`src/rtl/ctm_pkg.sv`:
```
package ctm_pkg;
  localparam int ADDR_W = 3;

  localparam logic [ADDR_W-1:0] A_CNT_L = 3'd0;
  localparam logic [ADDR_W-1:0] A_CNT_H = 3'd1;
  localparam logic [ADDR_W-1:0] A_CMP_L = 3'd2;
  localparam logic [ADDR_W-1:0] A_CMP_H = 3'd3;
  localparam logic [ADDR_W-1:0] A_CTRL  = 3'd4;
  localparam logic [ADDR_W-1:0] A_FLAG  = 3'd5;

  // strobes from control to datapath, one cycle each
  typedef struct packed {
    logic cntLoad;     // commit {temp, wrData} to count
    logic cntClr;      // clear on match
    logic cntInc;      // increment
    logic cmpLoad;     // commit {temp, wrData} to compare
    logic tmpFromBus;  // high byte write into temp
    logic tmpFromCnt;  // low byte read snapshot of count high
    logic ovfSet;
    logic ovfClr;
  } ctl_t;
endpackage

```
`src/rtl/ctm_ctrl.sv`:
```
module ctm_ctrl
  import ctm_pkg::*;
#(
  parameter int SEL_W    = 3,
  parameter int NUM_PRES = 4,
  parameter int SYNC_N   = 2,
  parameter int BUS_W    = 8
) (
  input  logic              clk,
  input  logic              rstN,
  input  logic              wrEn,
  input  logic              rdEn,
  input  logic [ADDR_W-1:0] addr,
  input  logic [BUS_W-1:0]  wrData,
  input  logic [NUM_PRES-1:0] presTick,
  input  logic              extIn,
  input  logic              matchCmp,
  input  logic              atMax,
  output ctl_t              ctl,
  output logic [SEL_W-1:0]  selQ,
  output logic              ctmQ
);
  localparam int SRC_N = 2 ** SEL_W;

  logic [SYNC_N-1:0] syncQ;
  logic              extPrev;
  logic              extRise;
  logic              extFall;
  logic [SRC_N-1:0]  srcVec;
  logic              tick;
  logic              cntWr;

  // pin synchronizer and edge detect
  always_ff @(posedge clk) begin
    if (!rstN) begin
      syncQ   <= '0;
      extPrev <= 1'b0;
    end else begin
      syncQ   <= {syncQ[SYNC_N-2:0], extIn};
      extPrev <= syncQ[SYNC_N-1];
    end
  end

  assign extRise = syncQ[SYNC_N-1] & ~extPrev;
  assign extFall = ~syncQ[SYNC_N-1] & extPrev;

  // tick source table by select value
  for (genvar k = 0; k < SRC_N; k++) begin : g_src
    if (k == 0) begin : g_stop
      assign srcVec[k] = 1'b0;
    end else if (k == 1) begin : g_direct
      assign srcVec[k] = 1'b1;
    end else if (k < 2 + NUM_PRES) begin : g_pres
      assign srcVec[k] = presTick[k-2];
    end else if (k == SRC_N - 2) begin : g_fall
      assign srcVec[k] = extFall;
    end else if (k == SRC_N - 1) begin : g_rise
      assign srcVec[k] = extRise;
    end else begin : g_none
      assign srcVec[k] = 1'b0;
    end
  end

  assign tick = srcVec[selQ];

  // control register
  always_ff @(posedge clk) begin
    if (!rstN) begin
      selQ <= '0;
      ctmQ <= 1'b0;
    end else if (wrEn && addr == A_CTRL) begin
      selQ <= wrData[SEL_W-1:0];
      ctmQ <= wrData[SEL_W];
    end
  end

  assign cntWr = wrEn && (addr == A_CNT_L);

  always_comb begin
    ctl            = '0;
    ctl.cntLoad    = cntWr;
    ctl.cntClr     = !cntWr && tick && ctmQ && matchCmp;
    ctl.cntInc     = !cntWr && tick && !(ctmQ && matchCmp);
    ctl.ovfSet     = !cntWr && tick && atMax;
    ctl.ovfClr     = wrEn && (addr == A_FLAG) && wrData[0];
    ctl.cmpLoad    = wrEn && (addr == A_CMP_L);
    ctl.tmpFromBus = wrEn && (addr == A_CNT_H || addr == A_CMP_H);
    ctl.tmpFromCnt = !ctl.tmpFromBus && rdEn && (addr == A_CNT_L);
  end
endmodule

```
`src/rtl/ctm_dpath.sv`:
```
module ctm_dpath
  import ctm_pkg::*;
#(
  parameter int CNT_W = 16,
  parameter int BUS_W = 8,
  parameter int SEL_W = 3
) (
  input  logic              clk,
  input  logic              rstN,
  input  ctl_t              ctl,
  input  logic [ADDR_W-1:0] addr,
  input  logic [BUS_W-1:0]  wrData,
  input  logic [SEL_W-1:0]  selQ,
  input  logic              ctmQ,
  output logic [CNT_W-1:0]  countQ,
  output logic [CNT_W-1:0]  cmpQ,
  output logic [CNT_W-BUS_W-1:0] tempQ,
  output logic              ovfQ,
  output logic              matchCmp,
  output logic              atMax,
  output logic [BUS_W-1:0]  rdData
);
  localparam int HI_W = CNT_W - BUS_W;
  localparam int PAD_W = BUS_W - SEL_W - 1;

  logic [CNT_W-1:0] wordIn;

  assign wordIn   = {tempQ, wrData};
  assign matchCmp = (countQ == cmpQ);
  assign atMax    = &countQ;

  // count register: commit beats clear beats increment
  always_ff @(posedge clk) begin
    if (!rstN)            countQ <= '0;
    else if (ctl.cntLoad) countQ <= wordIn;
    else if (ctl.cntClr)  countQ <= '0;
    else if (ctl.cntInc)  countQ <= countQ + 1'b1;
  end

  always_ff @(posedge clk) begin
    if (!rstN)            cmpQ <= '0;
    else if (ctl.cmpLoad) cmpQ <= wordIn;
  end

  always_ff @(posedge clk) begin
    if (!rstN)               tempQ <= '0;
    else if (ctl.tmpFromBus) tempQ <= wrData[HI_W-1:0];
    else if (ctl.tmpFromCnt) tempQ <= countQ[CNT_W-1:BUS_W];
  end

  // flag: set wins over clear
  always_ff @(posedge clk) begin
    if (!rstN)           ovfQ <= 1'b0;
    else if (ctl.ovfSet) ovfQ <= 1'b1;
    else if (ctl.ovfClr) ovfQ <= 1'b0;
  end

  always_comb begin
    case (addr)
      A_CNT_L: rdData = countQ[BUS_W-1:0];
      A_CNT_H: rdData = BUS_W'(tempQ);
      A_CMP_L: rdData = cmpQ[BUS_W-1:0];
      A_CMP_H: rdData = BUS_W'(cmpQ[CNT_W-1:BUS_W]);
      A_CTRL:  rdData = {{PAD_W{1'b0}}, ctmQ, selQ};
      A_FLAG:  rdData = {{(BUS_W-1){1'b0}}, ovfQ};
      default: rdData = '0;
    endcase
  end
endmodule

```
`src/rtl/ctm_timer.sv`:
```
module ctm_timer
  import ctm_pkg::*;
#(
  parameter int CNT_W    = 16,
  parameter int BUS_W    = 8,
  parameter int SEL_W    = 3,
  parameter int NUM_PRES = 4,
  parameter int SYNC_N   = 2
) (
  input  logic                clk,
  input  logic                rstN,
  input  logic                wrEn,
  input  logic                rdEn,
  input  logic [ADDR_W-1:0]   addr,
  input  logic [BUS_W-1:0]    wrData,
  output logic [BUS_W-1:0]    rdData,
  input  logic [NUM_PRES-1:0] presTick,
  input  logic                extIn,
  output logic                ovfIrq
);
  ctl_t                   ctl;
  logic [SEL_W-1:0]       selQ;
  logic                   ctmQ;
  logic [CNT_W-1:0]       countQ;
  logic [CNT_W-1:0]       cmpQ;
  logic [CNT_W-BUS_W-1:0] tempQ;
  logic                   ovfQ;
  logic                   matchCmp;
  logic                   atMax;

  ctm_ctrl #(
    .SEL_W(SEL_W), .NUM_PRES(NUM_PRES), .SYNC_N(SYNC_N), .BUS_W(BUS_W)
  ) u_ctrl (
    .clk(clk), .rstN(rstN), .wrEn(wrEn), .rdEn(rdEn), .addr(addr),
    .wrData(wrData), .presTick(presTick), .extIn(extIn),
    .matchCmp(matchCmp), .atMax(atMax), .ctl(ctl), .selQ(selQ), .ctmQ(ctmQ)
  );

  ctm_dpath #(
    .CNT_W(CNT_W), .BUS_W(BUS_W), .SEL_W(SEL_W)
  ) u_dp (
    .clk(clk), .rstN(rstN), .ctl(ctl), .addr(addr), .wrData(wrData),
    .selQ(selQ), .ctmQ(ctmQ), .countQ(countQ), .cmpQ(cmpQ), .tempQ(tempQ),
    .ovfQ(ovfQ), .matchCmp(matchCmp), .atMax(atMax), .rdData(rdData)
  );

  assign ovfIrq = ovfQ;
endmodule

```
`config.mk`:
```
export PLATFORM = sky130hd
export DESIGN_NAME = ctm_timer
export DESIGN_NICKNAME = d
export VERILOG_FILES = /design/src/rtl/ctm_pkg.sv /design/src/rtl/ctm_ctrl.sv /design/src/rtl/ctm_dpath.sv /design/src/rtl/ctm_timer.sv
export SDC_FILE = /design/constraint.sdc
export NUM_CORES = 1
export LEC_CHECK = 0
export ABC_AREA = 1
export BUFFER_PORTS_ARGS = -buffer_cell sky130_fd_sc_hd__clkbuf_2
export CAP_MARGIN = 5
export CORE_ASPECT_RATIO = 0.6
export CORE_MARGIN = 1
export CORE_UTILIZATION = 55
export CTS_BUF_LIST = sky130_fd_sc_hd__clkbuf_8
export DETAILED_ROUTE_END_ITERATION = 10
export PLACE_DENSITY = 0.86
export SLEW_MARGIN = 10
export SYNTH_ARGS = -nofsm -noshare
export SYNTH_HDL_FRONTEND = slang
export SYNTH_SLANG_ARGS = --single-unit
```
`constraint.sdc`:
```
create_clock -name clk -period 1.7 [get_ports clk]
set_clock_uncertainty 0.2 [all_clocks]
set_input_delay 0.17 -clock clk [delete_from_list [all_inputs] [get_ports clk]]
set_output_delay 0.17 -clock clk [all_outputs]
set_load 0.005 [all_outputs]
```
## Word-level counts from Yosys, hierarchy flattened

Index checks and enable logic that the tools add are counted.

| storage, ports and cells | value |
|---|---|
| register bits | 48 |
| latch bits | 0 |
| bits in writable memories | 0 |
| memory bits (read-only) | 0 |
| input bits | 20 |
| output and inout port bits | 9 |
| logic and storage cells | 53 |
| memories kept | 0 |

| operators by class | value |
|---|---|
| add/subtract/negate cells | 1 |
| multiply operators | 0 |
| divide/modulo/power cells | 0 |
| magnitude comparators | 1 |
| eq/ne operators | 6 |
| shift-type cells | 0 |
| muxes and demuxes | 10 |
| bitwise logic cells | 4 |
| reductions and logical operators | 23 |

Operator list:

| kind | number |
|---|---|
| two-way mux 16 bit | 3 |
| one-hot mux 8 bit (6 select lines) | 1 |
| adder 16 x 1 -> 16 bit (second input constant) | 1 |
| == test 16 bit | 1 |
| two-way mux 8 bit | 2 |
| AND reduction 16 bit | 1 |
| logical AND 1 bit | 14 |
| == test 3 x 2 -> 1 bit (second input constant) | 2 |
| == test 3 bit (second input constant) | 2 |
| < comparator 3 x 4 -> 1 bit (second input constant) | 1 |
| nonzero test 2 bit | 2 |
| binary-select mux 1 bit (select 3 bit) | 1 |
| == test 3 x 1 -> 1 bit (second input constant) | 1 |
| zero test 1 bit | 3 |
| zero test 3 bit | 1 |
| two-way mux 1 bit | 3 |
| nonzero test 3 bit | 1 |
| AND 1 bit | 2 |
| NOT 1 bit | 2 |
| logical OR 1 bit | 1 |

## Logic depth before layout (Yosys ltp)

Gate-level depths: netlist of the first run.

| depth | value |
|---|---|
| depth in word-level cells | 9 |
| mapped depth | 10 |
| gate-level depth less buffers | 9 |

## By module

From an unflattened synthesis of the first run, not the netlist that was laid out.

| unflattened totals | value |
|---|---|
| cells, all modules | 422 |
| area total of the unflattened synthesis | 2870.3 um2 |

Modules (own cells, without submodules):

| module | instances | cells an instance | area each (um2) | seq. area each (um2) |
|---|---|---|---|---|
| ctm_dpath | 1 | 356 | 2454.9 | 820.8 |
| ctm_ctrl | 1 | 66 | 415.4 | 140.1 |

## Worst setup path after synthesis of the first run

No wires, ideal clock.

| timing | value |
|---|---|
| path kind | reg2reg |
| start | register u_dp.countQ[0] |
| end | register u_dp.ovfQ |
| library setup time | 0.071 ns |
| arrival | 1.355 ns |
| required time | 1.429 ns |
| slack | 0.074 ns |
| cell stages (with the launch flop) | 8 |
| buffers on the path | 0 |
| period minus slack after synthesis | 1.626 ns |
| cell sequence | dfxtp_1 > ha_1 > nand2_1 > nor3_2 > and2_1 > nand3_1 > nand3b_1 > a21oi_1 |

| between the ends | value |
|---|---|
| word-level cells in the longest chain between the ends | 3 |
| elaborated cells between the ends (all ways) | 4 |
| classes of those cells | mux (1); reduce/logical (3) |

RTL lines:

| element | line | text |
|---|---|---|
| start, declared | ctm_dpath.sv:15 | `output logic [CNT_W-1:0] countQ,` |
| start signal, assigned | ctm_dpath.sv:35 | `else if (ctl.cntLoad) countQ <= wordIn;` |
| start signal, assigned | ctm_dpath.sv:37 | `else if (ctl.cntInc) countQ <= countQ + 1'b1;` |
| AND reduction 16 bit * | ctm_dpath.sv:30 | `assign atMax = &countQ;` |
| logical AND 1 bit * | ctm_ctrl.sv:84 | `ctl.ovfSet = !cntWr && tick && atMax;` |
| two-way mux 1 bit / nonzero test 2 bit (equally long branches) | -- |  |
| end signal, assigned | ctm_dpath.sv:53 | `if (!rstN) ovfQ <= 1'b0;` |
| end signal, assigned | ctm_dpath.sv:54 | `else if (ctl.ovfSet) ovfQ <= 1'b1;` |
| end signal, assigned | ctm_dpath.sv:55 | `else if (ctl.ovfClr) ovfQ <= 1'b0;` |
| end, declared | ctm_dpath.sv:18 | `output logic ovfQ,` |

Every way passes the cells marked *; elsewhere a longest branch is shown, timed or not.
A chain may end at the register's enable or synchronous reset.

## Final worst setup path of the first run

| timing | value |
|---|---|
| start | register u_ctrl.selQ[0] |
| end | register u_dp.countQ[8] |

| between the ends | value |
|---|---|
| word-level cells in the longest chain between the ends | 7 |
| elaborated cells between the ends (all ways) | 9 |
| classes of those cells | mux (4); reduce/logical (5) |

RTL lines:

| element | line | text |
|---|---|---|
| start, declared | ctm_ctrl.sv:20 | `output logic [SEL_W-1:0] selQ,` |
| start signal, assigned | ctm_ctrl.sv:72 | `selQ <= wrData[SEL_W-1:0];` |
| binary-select mux 1 bit (select 3 bit) * | ctm_ctrl.sv:64 | `assign tick = srcVec[selQ];` |
| two-way mux 1 bit (implied by the code) * | ctm_ctrl.sv:64 |  |
| logical AND 1 bit * | ctm_ctrl.sv:82, ctm_ctrl.sv:83 |  |
| logical AND 1 bit (2 in a row) | ctm_ctrl.sv:82 | `ctl.cntClr = !cntWr && tick && ctmQ && matchCmp;` |
| two-way mux 16 bit | ctm_dpath.sv:36 | `else if (ctl.cntClr) countQ <= '0;` |
| two-way mux 16 bit | ctm_dpath.sv:35 |  |

Every way passes the cells marked *; elsewhere a longest branch is shown, timed or not. The select of a mux whose other input is x is not followed.

==> results of run 1 <==
## cell usage in the layout (no fill, tap or decap), types with 3 or more instances in the layout
cell	count
dfxtp_1	32
nand2_1	85
o22ai_1	4
a21oi_2	3
dfxtp_2	12
o21ai_1	13
inv_2	5
o21ai_0	35
a221oi_2	4
buf_12	3
buf_4	60
a221o_1	3
clkbuf_8	6
dlygate4sd3_1	10
nand2_2	5
dfxtp_4	4
a211oi_1	6
nand4_1	10
nand2_4	3
xor2_1	7
o21ai_2	4
clkbuf_2	26
inv_1	68
nor2_1	33
a21oi_1	34
buf_6	4
nor2_2	7
nor3_1	7
nand3_1	16
nand3_2	7
## state kept, by name, summed over array words and instances (netlist names)
name            flops
u_ctrl.extPrev      1
u_dp.countQ        16
u_ctrl.syncQ        2
u_dp.ovfQ           1
u_dp.cmpQ          16
u_dp.tempQ          8
u_ctrl.selQ         3
u_ctrl.ctmQ         1
## final timing paths
kind,cells past startpoint,startpoint,endpoint,slack [ns]
setup / recovery,9,u_ctrl.selQ[0]$_SDFFE_PN0P_,u_dp.countQ[8]$_SDFFE_PN0P_,-0.12
hold / removal,3,addr[0],u_dp.tempQ[7]$_SDFFE_PN0P_,0.01
hold reg to reg,2,u_ctrl.syncQ[0]$_SDFF_PN0_,u_ctrl.syncQ[1]$_SDFF_PN0_,0.23
setup reg to reg,9,u_ctrl.selQ[0]$_SDFFE_PN0P_,u_dp.countQ[8]$_SDFFE_PN0P_,-0.12
## layer usage
layer,global-route usage,vias up,part of all wire
met2,0.609,307,0.42
met1,0.546,1659,0.40
met4,0.122,0,0.041
met3,0.0945,72,0.14
met5,0,-,0
li1,-,1663,-
## timing repair
item / CTS / global route
hold endpoints to repair: 13 / 0
gates cloned: 1 / 1
pin swaps: 6 / 16
setup endpoints to repair: 11 / 24
hold buffers: 10 / 0
buffers inserted: 3 / 3
gates resized for setup: 17 / 68
## synthesized netlist by cell type, drive strengths merged, types with 7 or more instances
| cell | n |
|---|---|
| nand4 | 10 |
| nor3 | 9 |
| o21ai | 52 |
| dfxtp | 48 |
| nand2 | 93 |
| a21oi | 38 |
| buf | 8 |
| nor2 | 42 |
| xor2 | 7 |
| nand3 | 23 |
| inv | 75 |
## logic make-up (layout without fill, tap and decap cells)
kind of cell | Yosys count | after routing | synth area share
and+or+nand+nor | 180 | 181 | 0.279
adders and majority gates | 1 | 1 | 0.00433
AOI/OAI and AO/OA | 115 | 115 | 0.231
xor gates and xnor gates | 9 | 9 | 0.0273
DFF | 48 | 48 | 0.333
buffers and inverters | 88 | 190 | 0.125
## layout make-up
| cell class | count | area (um2) |
|---|---|---|
| clock buffer | 6 | 82.6 |
| clock inverter | 2 | 11.3 |
| fill | 347 | 1030 |
| inverter | 76 | 294 |
| multi-input combinational | 306 | 1740 |
| sequential | 48 | 991 |
| tap | 66 | 82.6 |
| timing repair buffer | 106 | 821 |
## through the flow
| stage | total power [W] | area, um2 | instances |
|---|---|---|---|
| 3_5_place_dp | 0.00159 | 3520 | 584 |
| 4_1_cts | 0.00234 | 3790 | 606 |
| 3_3_place_gp | 0.00158 | 3520 | 584 |
| 2_1_floorplan | 0.00142 | 2890 | 441 |
| 5_1_grt | 0.00249 | 4020 | 610 |
| 6_report | 0.00242 | 4020 | 610 |
## worst max-delay path: stages (launching register included)
cell,delay [ns]
dfxtp_4,0.41
nor2_1,0.08
nand2_1,0.07
nand3_2,0.09
nand2_4,0.14
buf_12,0.12
nand3b_4,0.18
o21ai_1,0.25
inv_1,0.10
a21oi_2,0.13
## power by group
group	internal (W)	switching, W
clock network	0.000326	0.000413
registers	0.00116	0.0000451
logic	0.000192	0.000281
total	0.00168	0.000739
==> key figures, run 1 <==
Global routing
  • Initial antenna violation count: 0
  • Vias in the first global route: 3342
  • First-pass GRT wire length: 16300 um
  • Overflow after GRT: 0
  • GRT Total Usage: 0.394
  • Largest net degree at the start of global routing: 29

Die
  • I/O pin total: 29
  • Die area: 5550 um2
  • Initial Utilization: 0.571
  • Site Rows: 20
  • Core box area: about 5100 um2
  • Die Ht: around 58 um
  • Chip Width: 95.5 um

Clocking
  • Clock-pin slew on the worst setup and hold paths: 0.10 ns
  • Root Buffer: clkbuf_8
  • Count of clock tree sinks: 48
  • Number of CTS-inserted buffers: 5
  • Maximum clock insertion buffer count: 2
  • Clock Latency Late Sink: 0.31 ns
  • CTS tree: done
  • H-Tree Depth: 2

Route
  • DRC: 0
  • Vias: 3701
  • Vias per std cell: 6.07
  • DRT iter0 DRCs: 438
  • Post-DRT Antenna Nets: 0
  • Post-DR wirelength/cell: 18.6 um
  • Total Wirelength: 11400 um
  • Drt pass-1 iters: 7

Synthesis
  • Area contributors post-synth: dfxtp_1 (33%), nand2_1 (12%), inv_1 (9.6%), o21ai_0 (8.3%), a21oi_1 (6.4%)
  • EDFF count, synth: 0
  • Syn Std Cell Area: 2890 um2
  • Post-synth top flop: dfxtp_1
  • Post-synthesis sequential area ratio: 0.333
  • Syn_area_per_cell: ~6.5 um2
  • Synth Instances: ~440
  • Synth Register Bits: 48
  • Yosys cell types: 37
  • Warnings, synthesis: 0
  • Ys async rst share: 0
  • Area leader, netlist: dfxtp_1
  • Total nets after synthesis: 462
  • Share of the synthesized area in the top cell type: 0.333

Power and ir drop
  • Max VDD drop: 0.000439 V
  • Static leakage: around 1.7 nW
  • Pwr dens: 602 nW/um2

Final layout
  • P&R area growth vs syn: 39.3%
  • Final nets: 564
  • N_diodes: 0
  • Layout cells sized above 1: 0.316
  • Final core occ: 0.796

Placement
  • Number of port buffers: 28
  • Gpl congestion: 0.998
  • Placement Setup Slack: -0.0316 ns
  • Detailed Place HPWL: 7540 um

STA
  • Worst-margin pin slew: 0.659 ns
  • Total negative slack: -0.969 ns
  • Final Max Tran Viols: 0
  • Fmax: 548 MHz
  • Final WS setup: -0.124 ns
  • Final hold slack: 0.00987 ns
  • Count of final setup violators: 17
  • Final Hold Fails: 0
  • RSZ-0062 raised after global routing: true
  • Fin crit period: 1.82 ns
  • Slew margin rel.: 0.560
  • Final period utilization: 1.07

Run status
  • Status: complete, but fails checks
  • Failing checks: negative setup slack

Hold path
  • Hold WC Path Type: in2reg

Setup path
  • Crit. End Element: flip-flop
  • Largest fanout on the critical path: 8
  • Worst Path Required: approximately 1.8 ns
  • Worst path arrival time: approximately 1.9 ns
  • Worst Setup Start Kind: flip-flop
  • CP Class: reg2reg

Job
  • Max-Cap Viols: 0
No activity file was read; power rests on OpenSTA's default activity.
==> inputs of run 2 (changes only) <==
Settings changed: BUFFER_PORTS_ARGS -buffer_cell sky130_fd_sc_hd__clkbuf_2 to -buffer_cell sky130_fd_sc_hd__buf_4.
==> key figures, run 2 (synthesis gave the netlist of run 1 again) <==
Hold path
  • Hold path depth: 3
  • Hold WC Path Type: in2reg
  • Hold Startpoint: wrData[0]

Die
  • Initial Utilization: 0.571
  • Die area: 5550 um2
  • Site Rows: 20
  • Chip Width: 95.5 um
  • I/O pin total: 29
  • Core box area: approximately 5100 um2
  • Die Ht: 58.1 um

Run status
  • Failing checks: negative setup slack
  • Status: complete, but fails checks

Final layout
  • Commonest cells after routing, fill and taps aside: buf_4 (88), nand2_1 (83), inv_1 (66)
  • Fin area: 4060 um2
  • Fill cells: between 300 and 400
  • Most common cell after layout, fill and taps aside: buf_4
  • N_diodes: 0
  • Layout cells sized above 1: 0.332
  • P&R area growth vs syn: 40.6%
  • Top Registers: u_dp.cmpQ x16, u_dp.countQ x16, u_dp.tempQ x8
  • Final nets: 562

STA
  • Total negative slack: -0.456 ns
  • Final Max Tran Viols: 0
  • Count of final setup violators: 16
  • Final WS setup: -0.0663 ns
  • Worst-margin pin slew: 0.603 ns
  • Final hold slack: ~0.0069 ns
  • Final period utilization: 1.04
  • Slew margin rel.: 0.597
  • Fin crit period: about 1.8 ns
  • Fmax: 566 MHz
  • Final Hold Fails: 0
  • RSZ-0062 raised after global routing: true

Route
  • Post-DR wirelength/cell: 18.4 um
  • DRC: 0
  • Post-DRT Antenna Nets: 0
  • Vias per std cell: 6.03
  • Total Wirelength: 11200 um
  • Vias: between 3000 and 4000
  • Drt pass-1 iters: 5
  • DRT iter0 DRCs: 397

Global routing
  • GRT Total Usage: 0.392
  • Largest net degree at the start of global routing: 19
  • First-pass GRT wire length: 16100 um
  • Initial antenna violation count: 0
  • Vias in the first global route: 3238
  • Overflow after GRT: 0

Clocking
  • Root Buffer: clkbuf_8
  • CTS tree: done
  • Count of clock tree sinks: 48
  • Maximum clock insertion buffer count: 2
  • H-Tree Depth: 2
  • Number of CTS-inserted buffers: 5
  • Clock Latency Late Sink: between 0.3 and 0.4 ns
  • Clock-pin slew on the worst setup and hold paths: 0.09 ns

Placement
  • Gpl congestion: 1.05
  • Detailed Place HPWL: around 7700 um
  • Number of port buffers: 28
  • Placement Setup Slack: -0.102 ns
  • Area post-placement: 3590 um2

Power and ir drop
  • Max VDD drop: 0.000396 V
  • Static leakage: 1.74 nW
  • Pwr dens: ~590 nW/um2

Setup path
  • Largest fanout on the critical path: 9
  • Slowest cell on crit path: dfxtp_4
  • Worst Setup Start Kind: flip-flop
  • Critical path's top delay family: simple AND/OR/NAND/NOR gates
  • Worst path arrival time: roughly 1.8 ns
  • Slowest Stage Delay on Critical Path: 0.41 ns
  • Crit. End Element: flip-flop
  • RR Startpoint: u_ctrl.selQ[0]$_SDFFE_PN0P_
  • Worst Path Required: about 1.7 ns
  • Worst Path Buf+Inv: 1
  • CP Class: reg2reg
  • R2r worst-path depth: 9
  • Critical Path, Cell by Cell: nand2_2 > nand2_2 > nor2_4 > nor2_4 > nand2_4 > a21oi_4 > buf_12 > nand3_1 > a21oi_1
  • CP Depth: 9
  • CP startpoint: u_ctrl.selQ[0]$_SDFFE_PN0P_

Job
  • Max-Cap Viols: 0
## run 2: changes by cell type in the layout (fill, tap and decap cells not counted), moves of 3 or more
cell,before,now
buf_4,60,88
nand2_2,5,9
dfxtp_1,32,27
inv_2,5,11
dfxtp_2,12,16
dlygate4sd3_1,10,7
nor2_4,2,6
clkbuf_2,26,0
o21ai_0,35,39
## run 2: path summary, 6_finish.rpt
path,to,slack (ns)
setup / recovery,u_dp.countQ[4]$_SDFFE_PN0P_,-0.07
hold / removal,u_ctrl.selQ[0]$_SDFFE_PN0P_,0.007
setup reg to reg,u_dp.countQ[4]$_SDFFE_PN0P_,-0.07
hold reg to reg,u_ctrl.syncQ[1]$_SDFF_PN0_,0.26
## run 2: area by class of cell
cell class / count / area, um2 / area share
Sequential cell: 48 / 1000 / 0.246
Multi-Input combinational cell: 306 / 1740 / 0.428
Timing Repair Buffer: 104 / 863 / 0.213
Clock inverter: 2 / 7.51 / 0.00185
Clock buffer: 6 / 82.6 / 0.0203
Inverter: 76 / 285 / 0.0703
Tap cell: 66 / 82.6 / 0.0203
## run 2: report_power, final
group | internal (W) | switching (W) | total (W)
Sequential | 0.00116 | 0.0000477 | 0.00121
Clock | 0.000321 | 0.000399 | 0.000720
Combinational | 0.000200 | 0.000279 | 0.000480
Total | 0.00168 | 0.000726 | 0.00241
## run 2: worst register-to-register path: cells and delay by family, from the launching register on
family | cells | cell delay (ns)
compound gates | 2 | 0.43
buf+inv | 1 | 0.18
flops | 1 | 0.41
simple gates | 6 | 0.47
## run 2: what timing repair did
| action | CTS | global route |
|---|---|---|
| hold buffers | 7 | 0 |
| resized for setup | 12 | 78 |
| pin swaps | 2 | 15 |
| endpoints found under the hold margin | 8 | 0 |
| setup endpoints to repair | 21 | 24 |
| buffers inserted | 3 | 3 |
| cloned | 0 | 2 |
## run 2: through the flow
step / util / instances / power [W]
after global routing: 0.803 / 608 / 0.00248
after floorplan: - / 441 / 0.00142
after global placement: 0.710 / 586 / 0.00159
after CTS: 0.749 / 604 / 0.00231
after detailed placement: 0.710 / 586 / 0.00161
final: 0.803 / 608 / 0.00241
## run 2: metal layers
metal,vias up,global-route usage,share of wire
met4,0,0.100,0.028
met3,45,0.121,0.15
met5,-,0,0
met1,1665,0.541,0.40
li1,1656,-,-
met2,301,0.596,0.42
==> inputs of run 3 (changes only) <==
Settings changed: CORE_ASPECT_RATIO 0.6 to not set.
==> key figures, run 3 (synthesis gave the netlist of run 1 again) <==
Die
  • Core box area: 5070 um2
  • Die area: between 5000 and 6000 um2
  • Site Rows: 26
  • Die Ht: 74.5 um
  • Chip Width: 74.5 um
  • Initial Utilization: 0.569
  • I/O pin total: 29

Power and ir drop
  • Static leakage: around 1.7 nW
  • Pwr dens: ~600 nW/um2
  • Max VDD drop: roughly 0.00046 V

Clocking
  • CTS tree: done
  • Count of clock tree sinks: between 40 and 50
  • Root Buffer: clkbuf_8
  • Clock Latency Late Sink: 0.31 ns
  • Maximum clock insertion buffer count: 2
  • H-Tree Depth: 2
  • Number of CTS-inserted buffers: 5
  • Clock-pin slew on the worst setup and hold paths: 0.09 ns

Final layout
  • P&R area growth vs syn: 38.0%
  • Most common cell after layout, fill and taps aside: nand2_1
  • N_diodes: 0
  • Final core occ: 0.786
  • Top Registers: u_dp.cmpQ x16, u_dp.countQ x16, u_dp.tempQ x8
  • Layout cells sized above 1: 0.296
  • Final nets: roughly 550
  • Commonest cells after routing, fill and taps aside: nand2_1 (83), buf_4 (77), inv_1 (66)
  • Final std cells w/o fill: approximately 600
  • Fin area: 3990 um2

Global routing
  • Vias in the first global route: 3301
  • Overflow after GRT: 0
  • GRT Total Usage: 0.370
  • Initial antenna violation count: 0
  • Largest net degree at the start of global routing: 22
  • First-pass GRT wire length: 15100 um

Setup path
  • Worst path arrival time: ~1.4 ns
  • Slowest Stage Delay on Critical Path: 0.38 ns
  • Largest fanout on the critical path: 6
  • Worst Path Buf+Inv: 2
  • Crit. End Element: output port
  • Critical path's top delay family: compound AO/OA/AOI/OAI gates
  • Slowest cell on crit path: dfxtp_4
  • Worst Path Required: 1.33 ns
  • CP Class: reg2out
  • Critical Path, Cell by Cell: inv_2 > o22ai_1 > a221oi_2 > nand3_1 > buf_4
  • Worst Setup Start Kind: flip-flop

STA
  • Final hold slack: between 0.001 and 0.0015 ns
  • Worst-margin pin slew: 0.548 ns
  • Final Hold Fails: 0
  • Final Max Tran Viols: 0
  • Final period utilization: 1.06
  • RSZ-0062 raised after global routing: true
  • Count of final setup violators: 18
  • Fin crit period: around 1.8 ns
  • Slew margin rel.: 0.634
  • Fmax: 553 MHz
  • Final WS setup: -0.109 ns

Placement
  • Gpl congestion: 1.00
  • Placed cells: 578
  • Area post-placement: between 3000 and 4000 um2
  • Number of port buffers: 28
  • Detailed Place HPWL: between 7000 and 8000 um
  • Placement Setup Slack: -0.0462 ns

Route
  • Post-DRT Antenna Nets: 0
  • Vias: 3604
  • DRC: 0
  • Vias per std cell: 6.00
  • Total Wirelength: 10800 um
  • Drt pass-1 iters: 7
  • Post-DR wirelength/cell: 17.9 um
  • DRT iter0 DRCs: 437

Job
  • Max-Cap Viols: 0

Hold path
  • Hold WC Path Type: in2reg

Run status
  • Status: complete, but fails checks
  • Failing checks: negative setup slack
-- run 3: power by group --
group	switching (W)	internal, W
Sequential	0.0000448	0.00116
Combinational	0.000261	0.000193
Clock	0.000402	0.000325
Total	0.000708	0.00168
-- run 3: cell type report --
cell class / count / area [um2]
clock buffer: 6 / 82.6
sequential: 48 / 982
multi-input combinational: 306 / 1760
tap: 70 / 87.6
inverter: 76 / 290
clock inverter: 2 / 11.3
fill: 365 / 1090
timing repair buffer: 93 / 776
-- run 3: worst paths after layout --
| check | cells after the start | start | end | slack [ns] |
|---|---|---|---|---|
| setup / recovery | 5 | u_ctrl.selQ[0]$_SDFFE_PN0P_ | rdData[0] | -0.11 |
| hold / removal | 3 | addr[0] | u_dp.tempQ[7]$_SDFFE_PN0P_ | 0.001 |
| setup reg to reg | 8 | u_ctrl.selQ[0]$_SDFFE_PN0P_ | u_dp.countQ[12]$_SDFFE_PN0P_ | -0.06 |
| hold reg to reg | 2 | u_ctrl.syncQ[0]$_SDFF_PN0_ | u_ctrl.syncQ[1]$_SDFF_PN0_ | 0.22 |
-- run 3: worst reg2reg max path: stages (launching register included) --
cell	delay, ns
dfxtp_4	0.38
nor2_1	0.14
nand2_1	0.06
nand3_1	0.12
nand2_4	0.10
a21oi_4	0.26
clkbuf_16	0.22
nand4_1	0.09
a21oi_1	0.13
-- run 3: routing by layer --
| layer | wire length (um) | share of wire | vias to the layer above | track usage |
|---|---|---|---|---|
| met5 | 0 | 0 | - | 0 |
| met4 | 763 | 0.071 | 0 | 0.239 |
| met3 | 1040 | 0.097 | 74 | 0.0691 |
| met2 | 4990 | 0.46 | 239 | 0.620 |
| met1 | 3980 | 0.37 | 1658 | 0.431 |
| li1 | - | - | 1633 | - |
-- run 3: stage by stage --
step | power, W | TNS, ns
floorplan | 0.00142 | 0
global placement | 0.00158 | 0
detailed placement | 0.00159 | -0.0569
CTS | 0.00232 | 0
global route | 0.00246 | -2.14
finish | 0.00239 | -0.748
-- run 3: timing repair --
| action | in CTS | in global routing |
|---|---|---|
| cloned | 0 | 2 |
| hold endpoints to repair | 14 | 0 |
| buffers inserted | 1 | 3 |
| gates resized for setup | 11 | 66 |
| pin swaps | 1 | 16 |
| hold buffers | 11 | 0 |
| setup endpoints to repair | 9 | 21 |
